$ cat src/rtl/iow_pkg.sv
package iow_pkg;
    localparam int ADDR_W_DEF = 32;
    localparam int IO_W_DEF   = 16;
    localparam int GRAN_W_DEF = 12;
    localparam int CFG_W_DEF  = 8;
    localparam int LEG_W      = 10;

    localparam logic [LEG_W-1:0] MONO_LO  = 10'h3B0;
    localparam logic [LEG_W-1:0] MONO_HI  = 10'h3BB;
    localparam logic [LEG_W-1:0] COLOR_LO = 10'h3C0;
    localparam logic [LEG_W-1:0] COLOR_HI = 10'h3DF;

    typedef enum logic {
        SEL_FLOOR = 1'b0,
        SEL_CEIL  = 1'b1
    } cfg_sel_e;
endpackage

$ cat src/rtl/iow_cfg_regs.sv
module iow_cfg_regs
    import iow_pkg::*;
#(
    parameter int CFG_W  = CFG_W_DEF,
    parameter int PAGE_W = 4
) (
    input  logic              clk,
    input  logic              rst_n,
    input  logic              wr_en,
    input  logic              sel,
    input  logic [CFG_W-1:0]  wdata,
    output logic [CFG_W-1:0]  rdata,
    output logic [PAGE_W-1:0] floor_pg,
    output logic [PAGE_W-1:0] ceil_pg
);
    localparam int LOW_W = CFG_W - PAGE_W;

    typedef struct packed {
        logic [PAGE_W-1:0] floor_pg;
        logic [PAGE_W-1:0] ceil_pg;
    } cfg_t;

    cfg_t cfg_d, cfg_q;

    always_comb begin
        cfg_d = cfg_q;
        if (wr_en) begin
            if (cfg_sel_e'(sel) == SEL_FLOOR) cfg_d.floor_pg = wdata[CFG_W-1:LOW_W];
            else                              cfg_d.ceil_pg  = wdata[CFG_W-1:LOW_W];
        end
    end

    always_ff @(posedge clk or negedge rst_n) begin
        if (!rst_n) cfg_q <= '0;
        else        cfg_q <= cfg_d;
    end

    assign floor_pg = cfg_q.floor_pg;
    assign ceil_pg  = cfg_q.ceil_pg;
    assign rdata    = {(sel ? cfg_q.ceil_pg : cfg_q.floor_pg), {LOW_W{1'b0}}};

    assert_floor_write_R2: assert property (@(posedge clk) disable iff (!rst_n)
        (wr_en && !sel) |=> (floor_pg == $past(wdata[CFG_W-1:LOW_W])));
    assert_ceil_hold_R2: assert property (@(posedge clk) disable iff (!rst_n)
        !(wr_en && sel) |=> $stable(ceil_pg));
endmodule

$ cat src/rtl/iow_window_match.sv
module iow_window_match
    import iow_pkg::*;
#(
    parameter int ADDR_W = ADDR_W_DEF,
    parameter int IO_W   = IO_W_DEF,
    parameter int GRAN_W = GRAN_W_DEF
) (
    input  logic [ADDR_W-1:0]      addr,
    input  logic [IO_W-GRAN_W-1:0] floor_pg,
    input  logic [IO_W-GRAN_W-1:0] ceil_pg,
    output logic                   hi_zero,
    output logic                   in_win
);
    localparam int PAGE_W = IO_W - GRAN_W;

    logic [PAGE_W-1:0] page;

    always_comb begin
        hi_zero = (addr[ADDR_W-1:IO_W] == '0);
        page    = addr[IO_W-1:GRAN_W];
        in_win  = hi_zero && (page >= floor_pg) && (page <= ceil_pg);
    end
endmodule

$ cat src/rtl/iow_legacy_match.sv
module iow_legacy_match
    import iow_pkg::*;
#(
    parameter int ADDR_W = ADDR_W_DEF,
    parameter int GRAN_W = GRAN_W_DEF
) (
    input  logic [ADDR_W-1:0] addr,
    input  logic              hi_zero,
    input  logic              isa_en,
    input  logic              vga_en,
    output logic              isa_excl,
    output logic              vga_hit
);
    localparam int ALIAS_W = GRAN_W - LEG_W;

    logic [LEG_W-1:0] low;

    always_comb begin
        low      = addr[LEG_W-1:0];
        isa_excl = isa_en && (addr[GRAN_W-1:LEG_W] != {ALIAS_W{1'b0}});
        vga_hit  = vga_en && hi_zero &&
                   (((low >= MONO_LO)  && (low <= MONO_HI)) ||
                    ((low >= COLOR_LO) && (low <= COLOR_HI)));
    end
endmodule

$ cat src/rtl/io_window_decoder.sv
module io_window_decoder
    import iow_pkg::*;
#(
    parameter int ADDR_W = ADDR_W_DEF,
    parameter int IO_W   = IO_W_DEF,
    parameter int GRAN_W = GRAN_W_DEF,
    parameter int CFG_W  = CFG_W_DEF
) (
    input  logic              clk,
    input  logic              rst_n,
    input  logic              cfg_wr_en,
    input  logic              cfg_sel,
    input  logic [CFG_W-1:0]  cfg_wdata,
    output logic [CFG_W-1:0]  cfg_rdata,
    input  logic              io_space_en,
    input  logic              isa_en,
    input  logic              vga_en,
    input  logic [ADDR_W-1:0] io_addr,
    input  logic              io_from_sec,
    output logic              fwd_now,
    output logic              fwd_q
);
    localparam int PAGE_W = IO_W - GRAN_W;

    typedef struct packed {
        logic fwd;
    } out_t;

    out_t out_d, out_q;

    logic [PAGE_W-1:0] floor_pg, ceil_pg;
    logic              hi_zero, in_win, isa_excl, vga_hit;

    iow_cfg_regs #(.CFG_W(CFG_W), .PAGE_W(PAGE_W)) u_cfg (
        .clk      (clk),
        .rst_n    (rst_n),
        .wr_en    (cfg_wr_en),
        .sel      (cfg_sel),
        .wdata    (cfg_wdata),
        .rdata    (cfg_rdata),
        .floor_pg (floor_pg),
        .ceil_pg  (ceil_pg)
    );

    iow_window_match #(.ADDR_W(ADDR_W), .IO_W(IO_W), .GRAN_W(GRAN_W)) u_win (
        .addr     (io_addr),
        .floor_pg (floor_pg),
        .ceil_pg  (ceil_pg),
        .hi_zero  (hi_zero),
        .in_win   (in_win)
    );

    iow_legacy_match #(.ADDR_W(ADDR_W), .GRAN_W(GRAN_W)) u_leg (
        .addr     (io_addr),
        .hi_zero  (hi_zero),
        .isa_en   (isa_en),
        .vga_en   (vga_en),
        .isa_excl (isa_excl),
        .vga_hit  (vga_hit)
    );

    always_comb begin
        out_d = out_q;
        if (!io_space_en)     out_d.fwd = 1'b0;
        else if (io_from_sec) out_d.fwd = !in_win && !vga_hit;
        else                  out_d.fwd = (in_win && !isa_excl) || vga_hit;
    end

    always_ff @(posedge clk or negedge rst_n) begin
        if (!rst_n) out_q <= '0;
        else        out_q <= out_d;
    end

    assign fwd_now = out_d.fwd;
    assign fwd_q   = out_q.fwd;

    assert_space_off_R10: assert property (@(posedge clk) disable iff (!rst_n)
        !$past(io_space_en) |-> !fwd_q);
    assert_sec_vga_block_R8: assert property (@(posedge clk) disable iff (!rst_n)
        (io_from_sec && vga_hit) |-> !fwd_now);
    assert_isa_cut_R6: assert property (@(posedge clk) disable iff (!rst_n)
        (!io_from_sec && isa_excl && !vga_hit) |-> !fwd_now);
    assert_upper_bits_R4: assert property (@(posedge clk) disable iff (!rst_n)
        (io_addr[ADDR_W-1:IO_W] != '0) |-> !in_win);
    assert_empty_window_R5: assert property (@(posedge clk) disable iff (!rst_n)
        (ceil_pg < floor_pg) |-> !in_win);
endmodule

$ cat config.mk
export PLATFORM = sky130hd
export DESIGN_NAME = io_window_decoder
export DESIGN_NICKNAME = d
export VERILOG_FILES = /design/src/rtl/iow_pkg.sv /design/src/rtl/iow_cfg_regs.sv /design/src/rtl/iow_window_match.sv /design/src/rtl/iow_legacy_match.sv /design/src/rtl/io_window_decoder.sv
export SDC_FILE = /design/constraint.sdc
export NUM_CORES = 1
export LEC_CHECK = 0
export ABC_CLOCK_PERIOD_IN_PS = 1750
export CORE_ASPECT_RATIO = 0.7
export CORE_UTILIZATION = 29
export DETAILED_ROUTE_END_ITERATION = 6
export PLACE_DENSITY = 0.8
export SLEW_MARGIN = 0
export SYNTH_ARGS = -nofsm -noshare
export SYNTH_HDL_FRONTEND = slang
export SYNTH_SLANG_ARGS = --single-unit
$ cat constraint.sdc
create_clock -name clk -period 1.75 [get_ports clk]
set_clock_uncertainty 0.15 [all_clocks]
set_input_delay 0.175 -clock clk [delete_from_list [all_inputs] [get_ports clk]]
set_output_delay 0.175 -clock clk [all_outputs]
set_load 0.005 [all_outputs]
==> results.yml <==
status:
  status: "finished, violations left"
  violations: "negative setup slack"
cts:
  clock_sinks: 9
  clk_latency_ns: 0.27
  hold_buffers: 0
  cts.clk_slew.worst_paths_ns: 0.07
  root_buffer: "clkbuf_4"
  htreeDepth: 1
  cts_buffers: 3
  cts_tree: "done"
  cts_buffer_depth: 2
sta:
  hold_viol: 0
  setup_slack_ns: -0.494
  rsz0062_at_grt: "true"
  max_freq_mhz: 446
  final-max-slew-violation-count: 0
  tns_ns: -0.586
  finalSetupViolCount: 2
  period_share_pct: 128
  period_needed_ns: 2.24
drt:
  detail-route-antenna-nets: 0
  routed_wl_um: 2400
  vias: 801
  wl_per_cell_um: 13.7
  routed_via_density: 4.58
  dr.first_iter.drc_count: 27
  firstDrtPassIters: 4
  drc: 0
floorplanning:
  core_um2: 2220
  ioPinCount: 58
  rows: 14
  die_height_um: 43.4
  initial_core_util_pct: 31.9
  die_area_um2: 2650
  dieWidth_um: 61.1
synth:
  synth_top_cell_by_area: "dfrtp_1"
  synth_cell_types: 24
  muxShareOfSynthArea_pct: 9.52
  synth_seq_cells: 9
  synth_area_per_cell_um2: 8.76
  yosys-top-cells-count: "inv_1, nand2_1, dfrtp_1, ha_1, o21ai_0"
  synth-compound-area-share_pct: 15.0
  synthCells: 81
  synth_simple_gate_area_share_pct: 18.9
  synth_edf_count: 0
  synth_top_family_by_area: "simple AND/OR/NAND/NOR gates"
  synthFlopType: "dfrtp_1"
  synth_area_um2: 709
  yosysTopAreaCellShare_pct: 31.7
  ys_warn_count: 0
  synth_xor_xnor_area_share_pct: 0
  ys_async_sr_fraction_pct: 100
  synth_area_leaders: "dfrtp_1, ha_1, mux2_2"
  yosys.area_share.adder_pct: 14.1
  synth_seq_area_share_pct: 31.7
final_layout:
  nets: 200
  diodes: 0
  drive_gt1_share_pct: 21.7
  fin_cells: 175
  area_delta_synth_final_pct: 92.8
  final_area_um2: 1370
pwr:
  combPwrFrac_pct: 47.1
  switchingPower_w: 0.000238
  clockPowerShare_pct: 21.6
  p_seq_share_pct: 31.4
  vdd_ir_drop_max_mv: 0.336
  p_per_area_nw_per_um2: 580
  power_leakage_nw: 0.631
  switching_share_pct: 30.0
  p_int_w: 0.000555
critical_path:
  crit_arrival_ns: 1.92
  worst_setup_path_start_kind: "flop"
  end_kind: "output pin"
  crit_type: "reg2out"
  required_ns: 1.42
  crit_fanout: 2
grt:
  track_usage_pct: 21.2
  grt_pass1_vias: 852
  grt_pass1_wl_um: 3910
  overflow: 0
  grt_max_degree: 10
  grt_antenna_before_repair: 0
hold_path:
  hold_class: "in2async"
place:
  gp_congestion: 0.805
  post_dp_cell_area_um2: 1290
  dp_hpwl_um: 1940
  port-buffer-count: 47
  place_inst: 170
job:
  max_cap_violations: 0
final timing paths:
path	endpoint	from	slack [ns]	depth (start not counted)
max in group asynchronous	u_cfg.ceil_pg[0]$_DFFE_PN0P_	rst_n	1.09	1
max	fwd_now	u_cfg.ceil_pg[2]$_DFFE_PN0P_	-0.49	8
max reg2reg	fwd_q$_DFF_PN0_	u_cfg.ceil_pg[2]$_DFFE_PN0P_	-0.09	8
min reg2reg	u_cfg.floor_pg[2]$_DFFE_PN0P_	u_cfg.floor_pg[2]$_DFFE_PN0P_	0.43	2
min in group clk	u_cfg.floor_pg[1]$_DFFE_PN0P_	cfg_wdata[5]	0.34	3
min	u_cfg.ceil_pg[1]$_DFFE_PN0P_	rst_n	0.05	1
power by group through the flow:
stage	logic [W]	registers [W]	clock network [W]
after floorplan	0.000132	0.000251	0
after global placement	0.000325	0.000252	0
after detailed placement	0.000337	0.000252	0
after CTS	0.000358	0.000248	0.000176
after global routing	0.000409	0.000251	0.000186
final	0.000373	0.000249	0.000171
state kept, by name, summed over array words and instances, names as in the netlist:
signal and flops:
u_cfg.floor_pg 4, u_cfg.ceil_pg 4, fwd_q 1
cell type report:
type / instances / area, µm²
clock buffers: 4 / 26.3
repair buffers: 60 / 562
flip-flops and latches: 9 / 225
inverters: 10 / 37.5
fillers: 197 / 857
well taps: 32 / 40.0
multi-input cells: 60 / 477
per-layer routing:
layer / global-route usage [%] / vias to the layer above / share of wire [%]
li1: - / 400 / -
met1: 25.3 / 369 / 44
met4: 10.0 / 0 / 2.4
met2: 34.3 / 23 / 49
met3: 7.16 / 9 / 4.6
met5: 0 / - / 0
stage by stage:
stage,power [W],hold slack (ns),util [%],worst slack (ns)
floorplan,0.000384,-0.271,-,-0.0589
global placement,0.000577,0.344,57.8,-0.932
detailed placement,0.000590,0.367,57.8,-0.987
CTS,0.000783,0.0709,60.5,-0.551
global route,0.000847,0.0899,61.5,-0.594
finish,0.000793,0.0540,61.5,-0.494
what timing repair did:
| item | CTS | global route |
|---|---|---|
| gates resized for setup | 14 | 4 |
| pin swaps | 5 | 2 |
| setup buffers | 1 | 0 |
| setup endpoints to repair | 6 | 4 |
cell families (layout without fill, tap and decap cells):
kind of cell / Yosys count / in the layout
and+or+nand+nor: 25 / 25
AOI/OAI and AO/OA: 17 / 17
buffers and inverters: 15 / 74
DFF: 9 / 9
adders and majority gates: 8 / 8
muxes: 6 / 6
other: 1 / 4
worst max-delay path, stage by stage (launching register included):
cell	delay (ns)
dfrtp_1	0.35
inv_1	0.07
ha_4	0.27
a21oi_1	0.07
nor2b_1	0.16
o22ai_2	0.12
a211o_1	0.31
a31oi_2	0.14
buf_2	0.14
layout by cell type, fill, tap and decap left out, drive strengths merged, types with 4 or more instances in the layout:
master and instances:
dfrtp 9, nor4 4, clkdlybuf4s50 39, buf 14, o21ai 8, conb 4
nand2 10, dlygate4sd2 5, ha 8, clkbuf 4, mux2 6, inv 10
No activity file was read; power rests on OpenSTA's default activity.
